`src/rtl/psu_guard_pkg.sv`:
```
package psu_guard_pkg;

  typedef enum logic [1:0] {
    SUP_IDLE   = 2'd0,
    SUP_RUN    = 2'd1,
    SUP_HICCUP = 2'd2
  } sup_state_e;

  localparam int unsigned TRIP_SUPPLY_OV = 0;
  localparam int unsigned TRIP_OPEN_LOOP = 1;
  localparam int unsigned TRIP_OUT_OV    = 2;
  localparam int unsigned N_TRIP         = 3;

endpackage

```
`src/rtl/psu_guard_debounce.sv`:
```
module psu_guard_debounce #(
  parameter int unsigned LIMIT = 16
) (
  input  logic clk,
  input  logic rst_n,
  input  logic cond_i,
  output logic trip_o
);
  localparam int unsigned CW = $clog2(LIMIT + 1);

  logic [CW-1:0] cnt_q;

  always_ff @(posedge clk or negedge rst_n) begin
    if (!rst_n) begin
      cnt_q <= '0;
    end else if (!cond_i) begin
      cnt_q <= '0;
    end else if (cnt_q != CW'(LIMIT)) begin
      cnt_q <= cnt_q + 1'b1;
    end
  end

  assign trip_o = cond_i && (cnt_q == CW'(LIMIT - 1));

endmodule

```
`src/rtl/psu_guard_blank.sv`:
```
module psu_guard_blank #(
  parameter int unsigned BLANK_CYC = 4
) (
  input  logic clk,
  input  logic rst_n,
  input  logic gate_i,
  output logic sample_ok_o
);
  localparam int unsigned BW = (BLANK_CYC > 1) ? $clog2(BLANK_CYC + 1) : 1;

  logic          gate_q;
  logic [BW-1:0] hold_q;
  logic          fall;

  assign fall = gate_q && !gate_i;

  always_ff @(posedge clk or negedge rst_n) begin
    if (!rst_n) begin
      gate_q <= 1'b0;
      hold_q <= '0;
    end else begin
      gate_q <= gate_i;
      if (fall) begin
        hold_q <= BW'(BLANK_CYC - 1);
      end else if (hold_q != '0) begin
        hold_q <= hold_q - 1'b1;
      end
    end
  end

  assign sample_ok_o = !gate_i && !fall && (hold_q == '0);

endmodule

```
`src/rtl/psu_guard_softstart.sv`:
```
module psu_guard_softstart #(
  parameter int unsigned SS_W     = 8,
  parameter int unsigned STEP_CYC = 8
) (
  input  logic            clk,
  input  logic            rst_n,
  input  logic            run_i,
  output logic [SS_W-1:0] code_o
);
  localparam int unsigned PW = (STEP_CYC > 1) ? $clog2(STEP_CYC) : 1;

  logic [PW-1:0]   presc_q;
  logic [SS_W-1:0] code_q;

  always_ff @(posedge clk or negedge rst_n) begin
    if (!rst_n) begin
      presc_q <= '0;
      code_q  <= '0;
    end else if (!run_i) begin
      presc_q <= '0;
      code_q  <= '0;
    end else if (presc_q == PW'(STEP_CYC - 1)) begin
      presc_q <= '0;
      if (code_q != '1) code_q <= code_q + 1'b1;
    end else begin
      presc_q <= presc_q + 1'b1;
    end
  end

  assign code_o = code_q;

endmodule

```
`src/rtl/psu_guard.sv`:
```
module psu_guard
  import psu_guard_pkg::*;
#(
  parameter int unsigned SUPPLY_OV_CYC = 150,
  parameter int unsigned OPEN_LOOP_CYC = 55000,
  parameter int unsigned OUT_OV_CYC    = 200,
  parameter int unsigned BLANK_CYC     = 4,
  parameter int unsigned SS_STEP_CYC   = 8,
  parameter int unsigned SS_W          = 8
) (
  input  logic            clk,
  input  logic            rst_n,
  input  logic            vdd_start_i,
  input  logic            vdd_run_i,
  input  logic            vdd_alive_i,
  input  logic            vdd_ov_i,
  input  logic            fb_high_i,
  input  logic            out_ov_i,
  input  logic            gate_i,
  output logic            pwm_en_o,
  output logic [SS_W-1:0] ss_code_o,
  output logic            latch_fault_o
);

  localparam int unsigned TRIP_LIM [N_TRIP] = '{SUPPLY_OV_CYC, OPEN_LOOP_CYC, OUT_OV_CYC};

  sup_state_e        state_q, state_d;
  logic              latch_q, latch_d;
  logic              running;
  logic              sample_ok;
  logic [N_TRIP-1:0] cond;
  logic [N_TRIP-1:0] trip;
  logic              auto_trip;

  assign running = (state_q == SUP_RUN);

  psu_guard_blank #(.BLANK_CYC(BLANK_CYC)) u_blank (
    .clk        (clk),
    .rst_n      (rst_n),
    .gate_i     (gate_i),
    .sample_ok_o(sample_ok)
  );

  assign cond[TRIP_SUPPLY_OV] = running && vdd_ov_i;
  assign cond[TRIP_OPEN_LOOP] = running && fb_high_i;
  assign cond[TRIP_OUT_OV]    = running && out_ov_i && sample_ok;

  for (genvar g = 0; g < N_TRIP; g++) begin : g_deb
    psu_guard_debounce #(.LIMIT(TRIP_LIM[g])) u_deb (
      .clk   (clk),
      .rst_n (rst_n),
      .cond_i(cond[g]),
      .trip_o(trip[g])
    );
  end

  assign auto_trip = trip[TRIP_SUPPLY_OV] || trip[TRIP_OPEN_LOOP];

  always_comb begin
    latch_d = latch_q;
    if (!vdd_alive_i) latch_d = 1'b0;
    else if (trip[TRIP_OUT_OV]) latch_d = 1'b1;
  end

  always_comb begin
    state_d = state_q;
    unique case (state_q)
      SUP_IDLE:   if (vdd_start_i && !latch_q) state_d = SUP_RUN;
      SUP_RUN: begin
        if (!vdd_run_i || trip[TRIP_OUT_OV]) state_d = SUP_IDLE;
        else if (auto_trip)                  state_d = SUP_HICCUP;
      end
      SUP_HICCUP: if (!vdd_run_i) state_d = SUP_IDLE;
      default:    state_d = SUP_IDLE;
    endcase
  end

  always_ff @(posedge clk or negedge rst_n) begin
    if (!rst_n) begin
      state_q <= SUP_IDLE;
      latch_q <= 1'b0;
    end else begin
      state_q <= state_d;
      latch_q <= latch_d;
    end
  end

  psu_guard_softstart #(.SS_W(SS_W), .STEP_CYC(SS_STEP_CYC)) u_ss (
    .clk   (clk),
    .rst_n (rst_n),
    .run_i (running),
    .code_o(ss_code_o)
  );

  assign pwm_en_o      = running;
  assign latch_fault_o = latch_q;

endmodule

```
`config.mk`:
```
export PLATFORM = sky130hd
export DESIGN_NAME = psu_guard
export DESIGN_NICKNAME = d
export VERILOG_FILES = /design/src/rtl/psu_guard_pkg.sv /design/src/rtl/psu_guard_debounce.sv /design/src/rtl/psu_guard_blank.sv /design/src/rtl/psu_guard_softstart.sv /design/src/rtl/psu_guard.sv
export SDC_FILE = /design/constraint.sdc
export NUM_CORES = 1
export LEC_CHECK = 0
export CORE_ASPECT_RATIO = 1.1
export CORE_UTILIZATION = 30
export CTS_CLUSTER_DIAMETER = 50
export DETAILED_ROUTE_END_ITERATION = 10
export PLACE_DENSITY = 0.48
export SETUP_SLACK_MARGIN = 0.1
export SLEW_MARGIN = 30
export SYNTH_ARGS = -nofsm -noshare
export SYNTH_HDL_FRONTEND = slang
export SYNTH_SLANG_ARGS = --single-unit
```
`constraint.sdc`:
```
create_clock -name clk -period 3.6 [get_ports clk]
set_clock_uncertainty 0.15 [all_clocks]
set_input_delay 0.54 -clock clk [delete_from_list [all_inputs] [get_ports clk]]
set_output_delay 0.54 -clock clk [all_outputs]
set_load 0.05 [all_outputs]
```
==> impl_metrics.yaml <==
sta:
  grt_setup_unrepaired: "false"
  period_minus_slack_ns: 2.82
  timing_max_transition_violations_final: 0
  timing.final.setup_violations: 0
  fmaxAchievable_mhz: 355
  hold_viol_final: 0
  setup_tns_ns: 0
  timing.final.crit_share_pct: 78.2
  timing.slew.headroom_pct: 61.6
  worst-slew-pin-transition_ns: 0.577
synth:
  synth_seq_cells: 50
  syn-mean-instance-area_sq_um: 10.2
  synth.yosys.seq_area_share_pct: 48.0
  yosys_most_used_dff: "dfrtp_1"
  async_reset_ff_share_pct: 100
  warnings_synthesis: 0
  synth_nets: 277
  netlist_instances: 256
  synth_edf_count: 0
  netlist_area_pre_place_sq_um: 2600
  synthDistinctLibCells: 43
floorplanning:
  chipWidth_microns: 90.8
  number_of_top_level_design_ports: 19
  fp-row-count: 35
  placeableCoreArea_sq_um: 8410
  fp.dieH_microns: 99.7
  die_area_sq_um: 9060
  initial_core_util_pct: 31.0
global_routing:
  grt_pass1_vias: 1844
  grt.overflow.total: 0
  grt_antenna_before_repair: 0
  grt_first_pass_wirelength_mm: 8.60
  total_routing_usage_reported_by_global_routing_pct: 11.6
  grt_max_degree: 27
clock_network:
  clkSinkCount: 50
  clk_path_buf_depth: 2
  cts_buffers: 5
  cts_post_setup_buffers_inserted: 0
  htree_levels: 2
  cts-resized-gates: 0
  cts_tree: "yes"
  cts_root_buffer: "clkbuf_8"
  post_cts_hold_buffer_count: 0
  cts.reportedPaths.clkPinSlew_ns: 0.09
  worst_skew_pair.late_latency_ns: 0.30
setup_path:
  reg2reg_depth: 5
  setup.reg_to_reg.worst_slack_ns: 1.46
  timing.critical_path.arrival_ns: 2.13
  path_class: "reg2out"
  worst_setup_path_end_kind: "output port"
  timing.critical_path.required_ns: 2.91
  reg2reg_to: "state_q[1]"
  worstPathMaxFanout: 10
  timing.rr.start: "state_q[1]"
  worst_setup_path_start_kind: "flop"
placement:
  port_buffers: 18
  gp_routability_congestion: 0.743
  dp_cells: 382
  dp.final_hpwl_mm: 3.44
cells_and_area:
  net_total_in_the_final_layout: 299
  layout.cells.most_common: "dfrtp_1"
  stdcell_count: 390
  post_route_cells_drive_above_1_share_pct: 6.09
  area.growth.synth_to_final_pct: 14.6
  postLayoutCoreUtil_pct: 35.5
  diodes: 0
  layout_common_cells: "dfrtp_1 (50), nor2_1 (35), xor2_1 (17), clkdlybuf4s50_1 (17), nand2_1 (16)"
routing:
  initialDrtViolationCount: 83
  wl_per_cell_microns: 12.6
  avgViaCountPerCell: 4.77
  wl_mm: 4.90
  dr.pass1.iters: 4
  vias: 1861
  post_route_antenna_net_violation_count: 0
  post-route-drc-count: 0
power:
  power.leakage_nw: 1.23
  power_per_cell_area_nw_per_um2: 363
  power.ir.vdd_worst_uv: 195
run:
  max_cap_viol_count: 0
hold_path:
  min_path_type: "in2async"
run_status:
  outcome: "finished, final reports clean"
[stage by stage]
step	hold WS, ns	area [sq um]	total power (W)	setup slack (ns)
detailed placement	0.292	2890	0.000764	1.10
finish	0.0809	2990	0.00108	0.784
floorplan	0.0944	2610	0.000718	1.53
global route	0.116	2990	0.00115	0.625
global placement	0.287	2890	0.000762	1.12
CTS	0.0931	2990	0.00111	0.750
[worst max-delay path: stages, from the launching register on]
cell and delay (ns):
dfrtp_1 0.41, nand2b_1 0.32, inv_1 0.27, clkdlybuf4s50_1 0.84
[worst max-delay path by stage]
stage	startpoint	end	slack, ns
2_1_floorplan	state_q[1]	state_q[1]	1.53
3_3_place_gp	state_q[1]	pwm_en_o	1.12
3_5_place_dp	state_q[1]	pwm_en_o	1.10
4_1_cts	state_q[1]	pwm_en_o	0.75
5_1_grt	state_q[1]	pwm_en_o	0.63
6_report	state_q[1]	pwm_en_o	0.78
[logic make-up (layout without fill, tap and decap cells)]
kind of cell	count (synthesis)	count (layout)	share of synthesized area (%)
AOI/OAI and AO/OA	30	30	7.59
DFF	50	50	48.0
buffers and inverters	14	37	2.69
muxes	4	4	1.59
xor gates and xnor gates	27	27	9.08
adders and majority gates	12	12	5.76
and+or+nand+nor	119	119	25.3
[sequential cells by signal, indices dropped and copies added (netlist names)]
signal / count
u_ss.presc_q: 3
u_blank.gate_q: 1
g_deb.u_deb.cnt_q: 32
u_blank.hold_q: 3
state_q: 2
u_ss.code_o: 8
latch_fault_o: 1
[Yosys cell counts, drive strengths merged, types with 4 or more instances]
cell type / instances / share of area, %
nor2: 35 / 5.0
and4: 4 / 1.3
inv: 10 / 1.4
xor2: 17 / 5.7
xnor2: 10 / 3.4
nand2: 16 / 2.3
buf: 4 / 1.2
and3: 7 / 1.7
o21ai: 4 / 0.77
and2: 6 / 1.4
nand3: 15 / 2.9
dfrtp: 50 / 48
ha: 12 / 5.8
nand2b: 4 / 0.96
a21oi: 8 / 1.5
nor3: 6 / 1.2
nand4: 8 / 1.9
[report_power, final]
part	internal [W]	switching, W
combinational	0.0000607	0.0000817
clock	0.000155	0.000178
sequential	0.000590	0.0000171
[final cells by class]
type,instances,area [sq um]
multi-input cells,192,1280
fillers,862,5420
clock buffers,7,86.3
well taps,111,139
flip-flops and latches,50,1250
repair buffers,19,183
clock inverters,1,5.00
inverters,10,37.5
[layer usage]
metal	track usage [%]	up-vias	routed length (microns)	share of wire, %
li1	-	953	-	-
met1	15.9	881	2550	52
met2	18.4	25	2150	44
met3	2.83	2	168	3.4
met4	2.93	0	24	0.49
met5	0	-	0	0
Power figures use the tool's default switching activity.
